## config.mk

```make
export PLATFORM = sky130hd
export DESIGN_NAME = apb_tick_watchdog
export DESIGN_NICKNAME = d
export VERILOG_FILES = /design/src/rtl/wdt_pkg.sv /design/src/rtl/wdt_regs.sv /design/src/rtl/wdt_counter.sv /design/src/rtl/apb_tick_watchdog.sv
export SDC_FILE = /design/constraint.sdc
export NUM_CORES = 1
export LEC_CHECK = 0
export ABC_AREA = 0
export BUFFER_PORTS_ARGS = -buffer_cell sky130_fd_sc_hd__buf_2
export CAP_MARGIN = 0
export CORE_ASPECT_RATIO = 1.75
export CORE_MARGIN = 5
export CORE_UTILIZATION = 58
export CTS_BUF_LIST = sky130_fd_sc_hd__clkbuf_4 sky130_fd_sc_hd__clkbuf_8
export DETAILED_ROUTE_END_ITERATION = 8
export GPL_ROUTABILITY_DRIVEN = 0
export PLACE_DENSITY = 0.9
export SLEW_MARGIN = 20
export SYNTH_ARGS = -nofsm -noshare
export SYNTH_HDL_FRONTEND = slang
export SYNTH_SLANG_ARGS = --single-unit
```

## constraint.sdc

```tcl
create_clock -name clk -period 3.4 [get_ports clk]
set_input_delay 0.51 -clock clk [delete_from_list [all_inputs] [get_ports clk]]
set_output_delay 0.51 -clock clk [all_outputs]
set_load 0.01 [all_outputs]
```

## src/rtl/wdt_pkg.sv

```systemverilog
package wdt_pkg;
    localparam int WDT_DW = 32;
    localparam int WDT_AW = 12;

    localparam logic [WDT_AW-1:0] OFS_LOAD  = 12'h000;
    localparam logic [WDT_AW-1:0] OFS_VALUE = 12'h004;
    localparam logic [WDT_AW-1:0] OFS_CTRL  = 12'h008;
    localparam logic [WDT_AW-1:0] OFS_CLR   = 12'h00C;
    localparam logic [WDT_AW-1:0] OFS_RAW   = 12'h010;
    localparam logic [WDT_AW-1:0] OFS_MSK   = 12'h014;
    localparam logic [WDT_AW-1:0] OFS_LOCK  = 12'hC00;

    localparam logic [WDT_DW-1:0] UNLOCK_KEY = 32'h1ACC_E551;

    typedef struct packed {
        logic rst_en;   // bit 1
        logic run;      // bit 0
    } wdt_ctrl_t;

    typedef enum logic [2:0] {
        SEL_NONE, SEL_LOAD, SEL_VALUE, SEL_CTRL,
        SEL_CLR, SEL_RAW, SEL_MSK, SEL_LOCK
    } wdt_sel_e;

    function automatic wdt_sel_e wdt_decode(input logic [WDT_AW-1:0] a);
        case (a)
            OFS_LOAD:  return SEL_LOAD;
            OFS_VALUE: return SEL_VALUE;
            OFS_CTRL:  return SEL_CTRL;
            OFS_CLR:   return SEL_CLR;
            OFS_RAW:   return SEL_RAW;
            OFS_MSK:   return SEL_MSK;
            OFS_LOCK:  return SEL_LOCK;
            default:   return SEL_NONE;
        endcase
    endfunction
endpackage

```

## src/rtl/wdt_regs.sv

```systemverilog
module wdt_regs
    import wdt_pkg::*;
#(
    parameter int DW = WDT_DW,
    parameter int AW = WDT_AW
) (
    input  logic          clk,
    input  logic          rst,
    input  logic          psel,
    input  logic          penable,
    input  logic          pwrite,
    input  logic [AW-1:0] paddr,
    input  logic [DW-1:0] pwdata,
    input  logic [DW-1:0] cnt_val,
    input  logic          raw_st,
    output logic [DW-1:0] prdata,
    output wdt_ctrl_t     ctrl,
    output logic [DW-1:0] load_q,
    output logic          ld_we,
    output logic          clr_we
);
    wdt_sel_e sel;
    logic     wr_acc;
    logic     ctrl_we;
    logic     lock_we;
    logic     locked_q;

    assign sel     = wdt_decode(paddr);
    assign wr_acc  = psel & penable & pwrite;
    assign ld_we   = wr_acc & (sel == SEL_LOAD) & ~locked_q;
    assign clr_we  = wr_acc & (sel == SEL_CLR)  & ~locked_q;
    assign ctrl_we = wr_acc & (sel == SEL_CTRL) & ~locked_q;
    assign lock_we = wr_acc & (sel == SEL_LOCK);

    always_ff @(posedge clk) begin
        if (rst) begin
            load_q   <= '1;
            ctrl     <= '0;
            locked_q <= 1'b0;
        end else begin
            if (ld_we)   load_q   <= pwdata;
            if (ctrl_we) ctrl     <= wdt_ctrl_t'(pwdata[1:0]);
            if (lock_we) locked_q <= (pwdata != UNLOCK_KEY);
        end
    end

    always_comb begin
        prdata = '0;
        case (sel)
            SEL_LOAD:  prdata = load_q;
            SEL_VALUE: prdata = cnt_val;
            SEL_CTRL:  prdata[1:0] = ctrl;
            SEL_RAW:   prdata[0] = raw_st;
            SEL_MSK:   prdata[0] = raw_st & ctrl.run;
            SEL_LOCK:  prdata[0] = locked_q;
            default:   prdata = '0;
        endcase
    end

    // protected registers hold while locked
    p_locked_load_r10: assert property (@(posedge clk) disable iff (rst)
        (locked_q && wr_acc && sel == SEL_LOAD) |=> $stable(load_q));
    p_locked_ctrl_r10: assert property (@(posedge clk) disable iff (rst)
        (locked_q && wr_acc && sel == SEL_CTRL) |=> $stable(ctrl));
endmodule

```

## src/rtl/wdt_counter.sv

```systemverilog
module wdt_counter
    import wdt_pkg::*;
#(
    parameter int DW = WDT_DW
) (
    input  logic          clk,
    input  logic          rst,
    input  logic          tick_en,
    input  wdt_ctrl_t     ctrl,
    input  logic          ld_we,
    input  logic          clr_we,
    input  logic [DW-1:0] ld_val,
    input  logic [DW-1:0] load_q,
    output logic [DW-1:0] cnt_q,
    output logic          raw_q,
    output logic          rst_req_q
);
    logic          tick_go;
    logic          expire;
    logic [DW-1:0] nxt;

    assign tick_go = tick_en & ctrl.run;
    assign nxt     = (cnt_q == '0) ? load_q : cnt_q - 1'b1;
    assign expire  = tick_go & ~ld_we & ~clr_we & (nxt == '0);

    always_ff @(posedge clk) begin
        if (rst) begin
            cnt_q     <= '1;
            raw_q     <= 1'b0;
            rst_req_q <= 1'b0;
        end else begin
            if (ld_we)        cnt_q <= ld_val;
            else if (clr_we)  cnt_q <= load_q;
            else if (tick_go) cnt_q <= nxt;

            if (clr_we)      raw_q <= 1'b0;
            else if (expire) raw_q <= 1'b1;

            if (expire && raw_q && ctrl.rst_en) rst_req_q <= 1'b1;
        end
    end

    // a load write lands in the counter
    p_load_lands_r3: assert property (@(posedge clk) disable iff (rst)
        ld_we |=> cnt_q == $past(ld_val));
    // no tick effect while stopped
    p_hold_stopped_r8: assert property (@(posedge clk) disable iff (rst)
        (!ctrl.run && !ld_we && !clr_we) |=> $stable(cnt_q));
    // reaching zero sets raw status
    p_zero_sets_raw_r4: assert property (@(posedge clk) disable iff (rst)
        (tick_go && !ld_we && !clr_we && cnt_q == 1) |=> (raw_q && cnt_q == 0));
    // clear drops raw status
    p_clear_drops_r6: assert property (@(posedge clk) disable iff (rst)
        clr_we |=> !raw_q);
    // reset request is sticky
    p_rst_sticky_r9: assert property (@(posedge clk) disable iff (rst)
        rst_req_q |=> rst_req_q);
endmodule

```

## src/rtl/apb_tick_watchdog.sv

```systemverilog
module apb_tick_watchdog
    import wdt_pkg::*;
#(
    parameter int DW = WDT_DW,
    parameter int AW = WDT_AW
) (
    input  logic          clk,
    input  logic          rst,
    input  logic          tick_en,
    input  logic          psel,
    input  logic          penable,
    input  logic          pwrite,
    input  logic [AW-1:0] paddr,
    input  logic [DW-1:0] pwdata,
    output logic [DW-1:0] prdata,
    output logic          pready,
    output logic          irq,
    output logic          rst_req
);
    wdt_ctrl_t     ctrl;
    logic [DW-1:0] load_q;
    logic [DW-1:0] cnt_q;
    logic          ld_we;
    logic          clr_we;
    logic          raw_q;

    wdt_regs #(.DW(DW), .AW(AW)) regs_i (
        .clk     (clk),
        .rst     (rst),
        .psel    (psel),
        .penable (penable),
        .pwrite  (pwrite),
        .paddr   (paddr),
        .pwdata  (pwdata),
        .cnt_val (cnt_q),
        .raw_st  (raw_q),
        .prdata  (prdata),
        .ctrl    (ctrl),
        .load_q  (load_q),
        .ld_we   (ld_we),
        .clr_we  (clr_we)
    );

    wdt_counter #(.DW(DW)) cnt_i (
        .clk       (clk),
        .rst       (rst),
        .tick_en   (tick_en),
        .ctrl      (ctrl),
        .ld_we     (ld_we),
        .clr_we    (clr_we),
        .ld_val    (pwdata),
        .load_q    (load_q),
        .cnt_q     (cnt_q),
        .raw_q     (raw_q),
        .rst_req_q (rst_req)
    );

    assign pready = 1'b1;
    assign irq    = raw_q & ctrl.run;

    // interrupt only when raw status is set
    p_irq_needs_raw_r7: assert property (@(posedge clk) disable iff (rst)
        irq |-> raw_q);
endmodule

```

==> impl_results.md, run 1 <==
* Nets at 776
* 1st-iter DRT viols at just under 600
* Async S/R FF share, synth at 0%
* Critical Path Source Type: register
* H-tree levels at 3
* Status: finished, final reports clean
* Syn_nets at between 700 and 800
* Largest net degree at the start of global routing at about 60
* Via count at between 5k and 6k
* Slew margin rel. at about 27%
* Worst hold path type: input port to register
* IO Pins at 85
* Most common cell after layout, fill and taps aside: nand2_1
* CP required at roughly 3700 ps
* Residual DRC count at 0
* Static Leak at 2.450 nW
* Area leader, netlist: dfxtp_1
* Period utilization at 94.45%
* Post-synth EDFFs at 0
* Hold Buf Count CTS at 0
* CTS tree: done
* P&R area growth vs syn at 14.10%
* Placement Cell Area at roughly 0.0052 mm2
* Layout cells sized above 1 at a little under a fifth
* Max-cap check violation count at 0
* Mean Syn Cell Area at roughly 7 um2
* Crit path capture type: register
* FF-to-FF Start: cnt_i.cnt_q[24]
* WL per Instance at between 15 and 20 um
* Cts bufs inserted at 9
* CP max stage delay at between 500 and 600 ps
* Overall routed net length at around 16 mm
* Clock latency at the later pin of the worst-skew pair at between 300 and 400 ps
* Post-DP HPWL at 11.43 mm
* Starting Density at ~60%
* Synth unique cells at 62
* Clock slew at reported path FFs at ~70 ps
* Measured slew at the worst slew-check pin at 1091 ps
* Final setup TNS at 0 ps
* Worst VDD drop at approximately 0.23 mV
* Place WS at 105.2 ps
* Initial antenna violation count at 0
* Seq/Total Area, Yosys at 28.98%
* RSZ-0062 raised after global routing: no
* PostCTS Resize Cnt at 0
* DIE WIDTH at ~80 um
* Crit path time final at about 3200 ps
* Fmax at a little over 0.3 GHz
* Drt pass-1 iters at 6
* Cell area after synthesis at roughly 0.0048 mm2
* GR Util All Layers at 31.64%
* Most frequent cells in the layout: 110 x nand2_1, 83 x buf_2, 72 x nor2_1
* Worst Path Arrival at around 3500 ps
* # rows at between 40 and 50
* Final WS setup at between 150 and 200 ps
* Post-synth top flop: dfxtp_1
* Cells after Synth at 662
* Crit path kind: register to register
* Final hold viol count at 0
* P per Cell Area at between 200 and 300 mW/mm2
* Post-synthesis register bit count at 69
* Synth warnings at 0
* Sink Count at 69
* First-pass GRT wire length at 25.68 mm
* Filler cells at 659
* Synth area leaders: dfxtp_1 29%, nand2_1 8.7%, a21oi_1 5.7%, nor2_1 5.7%, a22o_1 5.5%
* Highest net fanout along the worst path at 20
* Critical path's slowest cell: or4_4
* Full die area at approximately 0.010 mm2
* Root buf cell: clkbuf_8
* Slew Viols, Final at 0
* Final Skew at 8.791 ps
* I/O Buffers at between 80 and 90
* Worst hold slack at 367.6 ps
* Grt total ovfl at 0
* Synth top area share at a little under 30%
* DR vias/cell at 6.823
* Post-Layout Inst Area at 0.005438 mm2
* Routed Antenna Nets at 0
* Floorplan core area at 0.007963 mm2
* ANT cells at 0
* Number of global-route vias before repair at roughly 5.5k
* Final setup viols at 0
* Worst Hold Launch: pwdata[8]
* Post-CTS Setup Repair Bufs at 0
* Clock buffer depth at 2
* Critical-path cell list: or4_4 > or4_1 > nor4_4 > or2_2 > nand2_1 > a21oi_1 > a211oi_1 > o21ai_0
* Die span in y at between 100 and 150 um
* Critical path origin: cnt_i.cnt_q[24]
==> Yosys cell counts (5+ instances only) <==
cell / n
nand4_1: 13
clkbuf_1: 41
nand3_1: 17
or2_2: 6
nand4b_1: 5
xor2_1: 9
a21oi_1: 54
and2_1: 7
nor2_1: 72
mux2i_1: 11
nor2b_1: 7
o21ai_0: 32
dfxtp_1: 69
a22o_1: 30
nor4bb_1: 5
inv_1: 9
and3_1: 5
xnor2_1: 20
o211a_1: 9
nor3_1: 17
a211oi_1: 18
nor4_1: 19
o211ai_1: 6
nand2_1: 110
==> through the flow <==
stage,instances,power (mW),utilization (%)
global placement,803,0.9083,65.90
global route,818,1.585,68.29
detailed placement,803,0.9111,65.90
finish,818,1.544,68.29
floorplan,662,0.8612,-
CTS,818,1.541,68.23
==> where the power goes <==
group / internal (mW) / switching (mW) / leakage [nW]
Combinational: 0.0349 / 0.0532 / 1.79
Sequential: 0.808 / 0.0000586 / 0.558
Clock: 0.336 / 0.312 / 0.0994
==> final cells by class <==
| type | count | area (um2) | area share [%] |
|---|---|---|---|
| Clock buffer | 14 | 180.2 | 3.313 |
| Clock inverter | 1 | 5.005 | 0.09204 |
| Inverter | 9 | 33.78 | 0.6213 |
| Multi-Input combinational cell | 532 | 3147 | 57.87 |
| Sequential cell | 69 | 1381 | 25.40 |
| Tap cell | 90 | 112.6 | 2.071 |
| Timing Repair Buffer | 103 | 578.1 | 10.63 |
==> metal layers <==
metal	track usage [%]	vias to the layer above	wire, um
li1	-	2523	-
met1	32.90	2535	5643
met2	53.13	423	7778
met3	7.459	100	1470
met4	26.98	0	1186
met5	0	-	0
==> critical path: cells and delay by family (launching register included) <==
kind	cells	cell delay [ps]
simple gates	5	2220
compound gates	3	510
flops	1	380
==> cells by family after synthesis <==
group | synth area share (%)
AO/OA/AOI/OAI | 25.54
other | 0.07869
flip-flops | 28.98
AND/OR/NAND/NOR | 31.71
adder cells (fa/ha/maj) | 0.5250
multiplexers | 2.310
buffers and inverters | 5.513
XOR/XNOR | 5.330
==> path summary, 6_finish.rpt <==
| kind | to | slack [ps] | cells after the start |
|---|---|---|---|
| max | cnt_i.cnt_q[10] | 190 | 8 |
| min | regs_i.load_q[8] | 370 | 3 |
| max reg2reg | cnt_i.cnt_q[10] | 190 | 8 |
| min reg2reg | regs_i.load_q[14] | 470 | 2 |
==> sequential cells by signal, summed over array words and instances, names as in the netlist <==
register / count
cnt_i.cnt_q: 32
cnt_i.raw_q: 1
regs_i.load_q: 32
regs_i.ctrl: 2
regs_i.locked_q: 1
cnt_i.rst_req_q: 1
No activity file was read; power rests on OpenSTA's default activity.
==> run 2: changes to the inputs <==
- CORE_UTILIZATION: 58 -> 40
- PLACE_DENSITY: 0.9 -> 0.68
==> impl_results.md, run 2 (synthesized netlist as in run 1, its figures left out) <==
* Status: finished, final reports clean
* Layout Cells excl Fill at 862 (+5.4%)
* Hold Path Cell Cnt at 3 (unchanged)
* Max-cap check violation count at 0 (unchanged)
* Full die area at 0.01428 mm2 (+40%)
* Via count at 5277 (-5.4%)
* Worst Hold Launch: pwdata[4]
* Critical Path Source Type: register
* Hold Buf Count CTS at 0 (unchanged)
* WL per Instance at 19.02 um (-3.2%)
* H-tree levels at 3 (unchanged)
* Starting Density at 40.92% (-19 points)
* Final Power at 1.570 mW (+1.6%)
* Root buf cell: clkbuf_8
* Grt total ovfl at 0 (unchanged)
* Sink Count at 69 (unchanged)
* Crit path kind: register to register
* GR Util All Layers at 22.89% (-8.8 points)
* Clock latency at the later pin of the worst-skew pair at 360 ps (about the same)
* Placed cells at 847 (+5.5%)
* Post-CTS Setup Repair Bufs at 0 (unchanged)
* First-pass GRT wire length at 26.32 mm (+2.5%)
* Critical path origin: cnt_i.cnt_q[24]
* Highest net fanout along the worst path at 20 (unchanged)
* Final setup TNS at 0 ps (unchanged)
* RSZ-0062 raised after global routing: no
* Number of global-route vias before repair at 5136 (-7.1%)
* I/O Buffers at 83 (unchanged)
* Static Leak at 2.460 nW (+0.42%)
* Overall routed net length at 16.39 mm (+2.0%)
* Most common cell after layout, fill and taps aside: nand2_1
* Drt pass-1 iters at 8 (+2)
* Period utilization at 94.28% (-0.17 points)
* Hold path endpoint: regs_i.load_q[4]
* Flop2flop setup slack at 190 ps (about the same)
* Measured slew at the worst slew-check pin at 922.9 ps (-168.0 ps)
* IO Pins at 85 (unchanged)
* Final WS setup at 194.6 ps (+5.782 ps)
* Worst Path Arrival at 3420 ps (-70 ps)
* Clock slew at reported path FFs at 70 ps (about the same)
* ANT cells at 0 (unchanged)
* DIE WIDTH at 92.51 um (+18%)
* Residual DRC count at 0 (unchanged)
* Final Skew at 6.649 ps (-2.142 ps)
* P per Cell Area at 284.6 mW/mm2 (+0.21%)
* Final setup viols at 0 (unchanged)
* Worst r2r dst: cnt_i.cnt_q[4]
* Final hold viol count at 0 (unchanged)
* Routed Antenna Nets at 0 (unchanged)
* Slew margin rel. at 38.25% (+11 points)
* Fmax at 0.3120 GHz (+0.18%)
* PostCTS Resize Cnt at 0 (unchanged)
* Crit path time final at 3205 ps (-5.782 ps)
* Place WS at 89.92 ps (-15.30 ps)
* FF-to-FF Start: cnt_i.cnt_q[24]
* Nets at 775 (-0.13%)
* Largest net degree at the start of global routing at 48 (-21%)
* 1st-iter DRT viols at 366 (-38%)
* Biggest regs: cnt_i.cnt_q (32), regs_i.load_q (32), regs_i.ctrl (2)
* Die span in y at 154.4 um (+19%)
* Most frequent cells in the layout: 110 x nand2_1, 83 x buf_2, 72 x nor2_1
* Clock buffer depth at 2 (unchanged)
* Worst hold slack at 379.8 ps (+12.17 ps)
* Crit path capture type: register
* Layout cells sized above 1 at 18.84% (-0.11 points)
* # rows at 52 (+21%)
* CP required at 3620 ps (-60 ps)
* Initial antenna violation count at 0 (unchanged)
* Floorplan core area at 0.01165 mm2 (+46%)
* Slew Viols, Final at 0 (unchanged)
* CTS tree: done
* Worst VDD drop at 0.1474 mV (-37%)
* P&R area growth vs syn at 15.70%
* Post-DP HPWL at 12.35 mm (+8.0%)
* Worst hold path type: input port to register
* DR vias/cell at 6.122 (-10%)
* Worst reg2reg path depth at 9 (+1)
* Cts bufs inserted at 9 (unchanged)
==> run 2: layout make-up <==
cell class              instances  area [um2]
fillers                      1191        6132
multi-input cells             532        3147
flip-flops and latches         69        1381
well taps                     135       168.9
inverters                       9       33.78
clock buffers                  15       200.2
repair buffers                102       583.1
==> run 2: worst max-delay path by stage <==
stage	endpoint	slack [ps]	cells after the start
floorplan	cnt_i.raw_q	620	12
global placement	prdata[15]	210	9
detailed placement	prdata[15]	90	9
CTS	prdata[15]	80	9
global route	cnt_i.cnt_q[3]	90	9
finish	cnt_i.cnt_q[4]	190	9
==> run 2: critical path, stage by stage, from the launching register on <==
cell     delay, ps
dfxtp_1        380
or4_4          580
or4_1          560
nor4_4         320
buf_4          250
or2_2          480
nor2_1         110
a21oi_1        160
o211a_1        150
o21ai_0         70
==> run 2: routing by layer <==
metal | vias up | track usage [%] | wire length (um)
li1 | 2511 | - | -
met1 | 2490 | 25.11 | 6150
met2 | 227 | 40.62 | 8517
met3 | 49 | 3.792 | 920
met4 | 0 | 13.68 | 806
met5 | - | 0 | 0
==> run 2: per-stage QoR <==
stage / cell area (um2) / utilization [%]
after floorplan: 4766 / -
after global placement: 5309 / 45.58
after detailed placement: 5309 / 45.58
after CTS: 5509 / 47.30
after global routing: 5514 / 47.35
final: 5514 / 47.35
==> run 2: power by group <==
part | total, mW | internal (mW) | switching [mW]
Clock | 0.672 | 0.369 | 0.303
Combinational | 0.0896 | 0.0355 | 0.0541
Sequential | 0.808 | 0.808 | 0.0000582
Total | 1.57 | 1.21 | 0.357
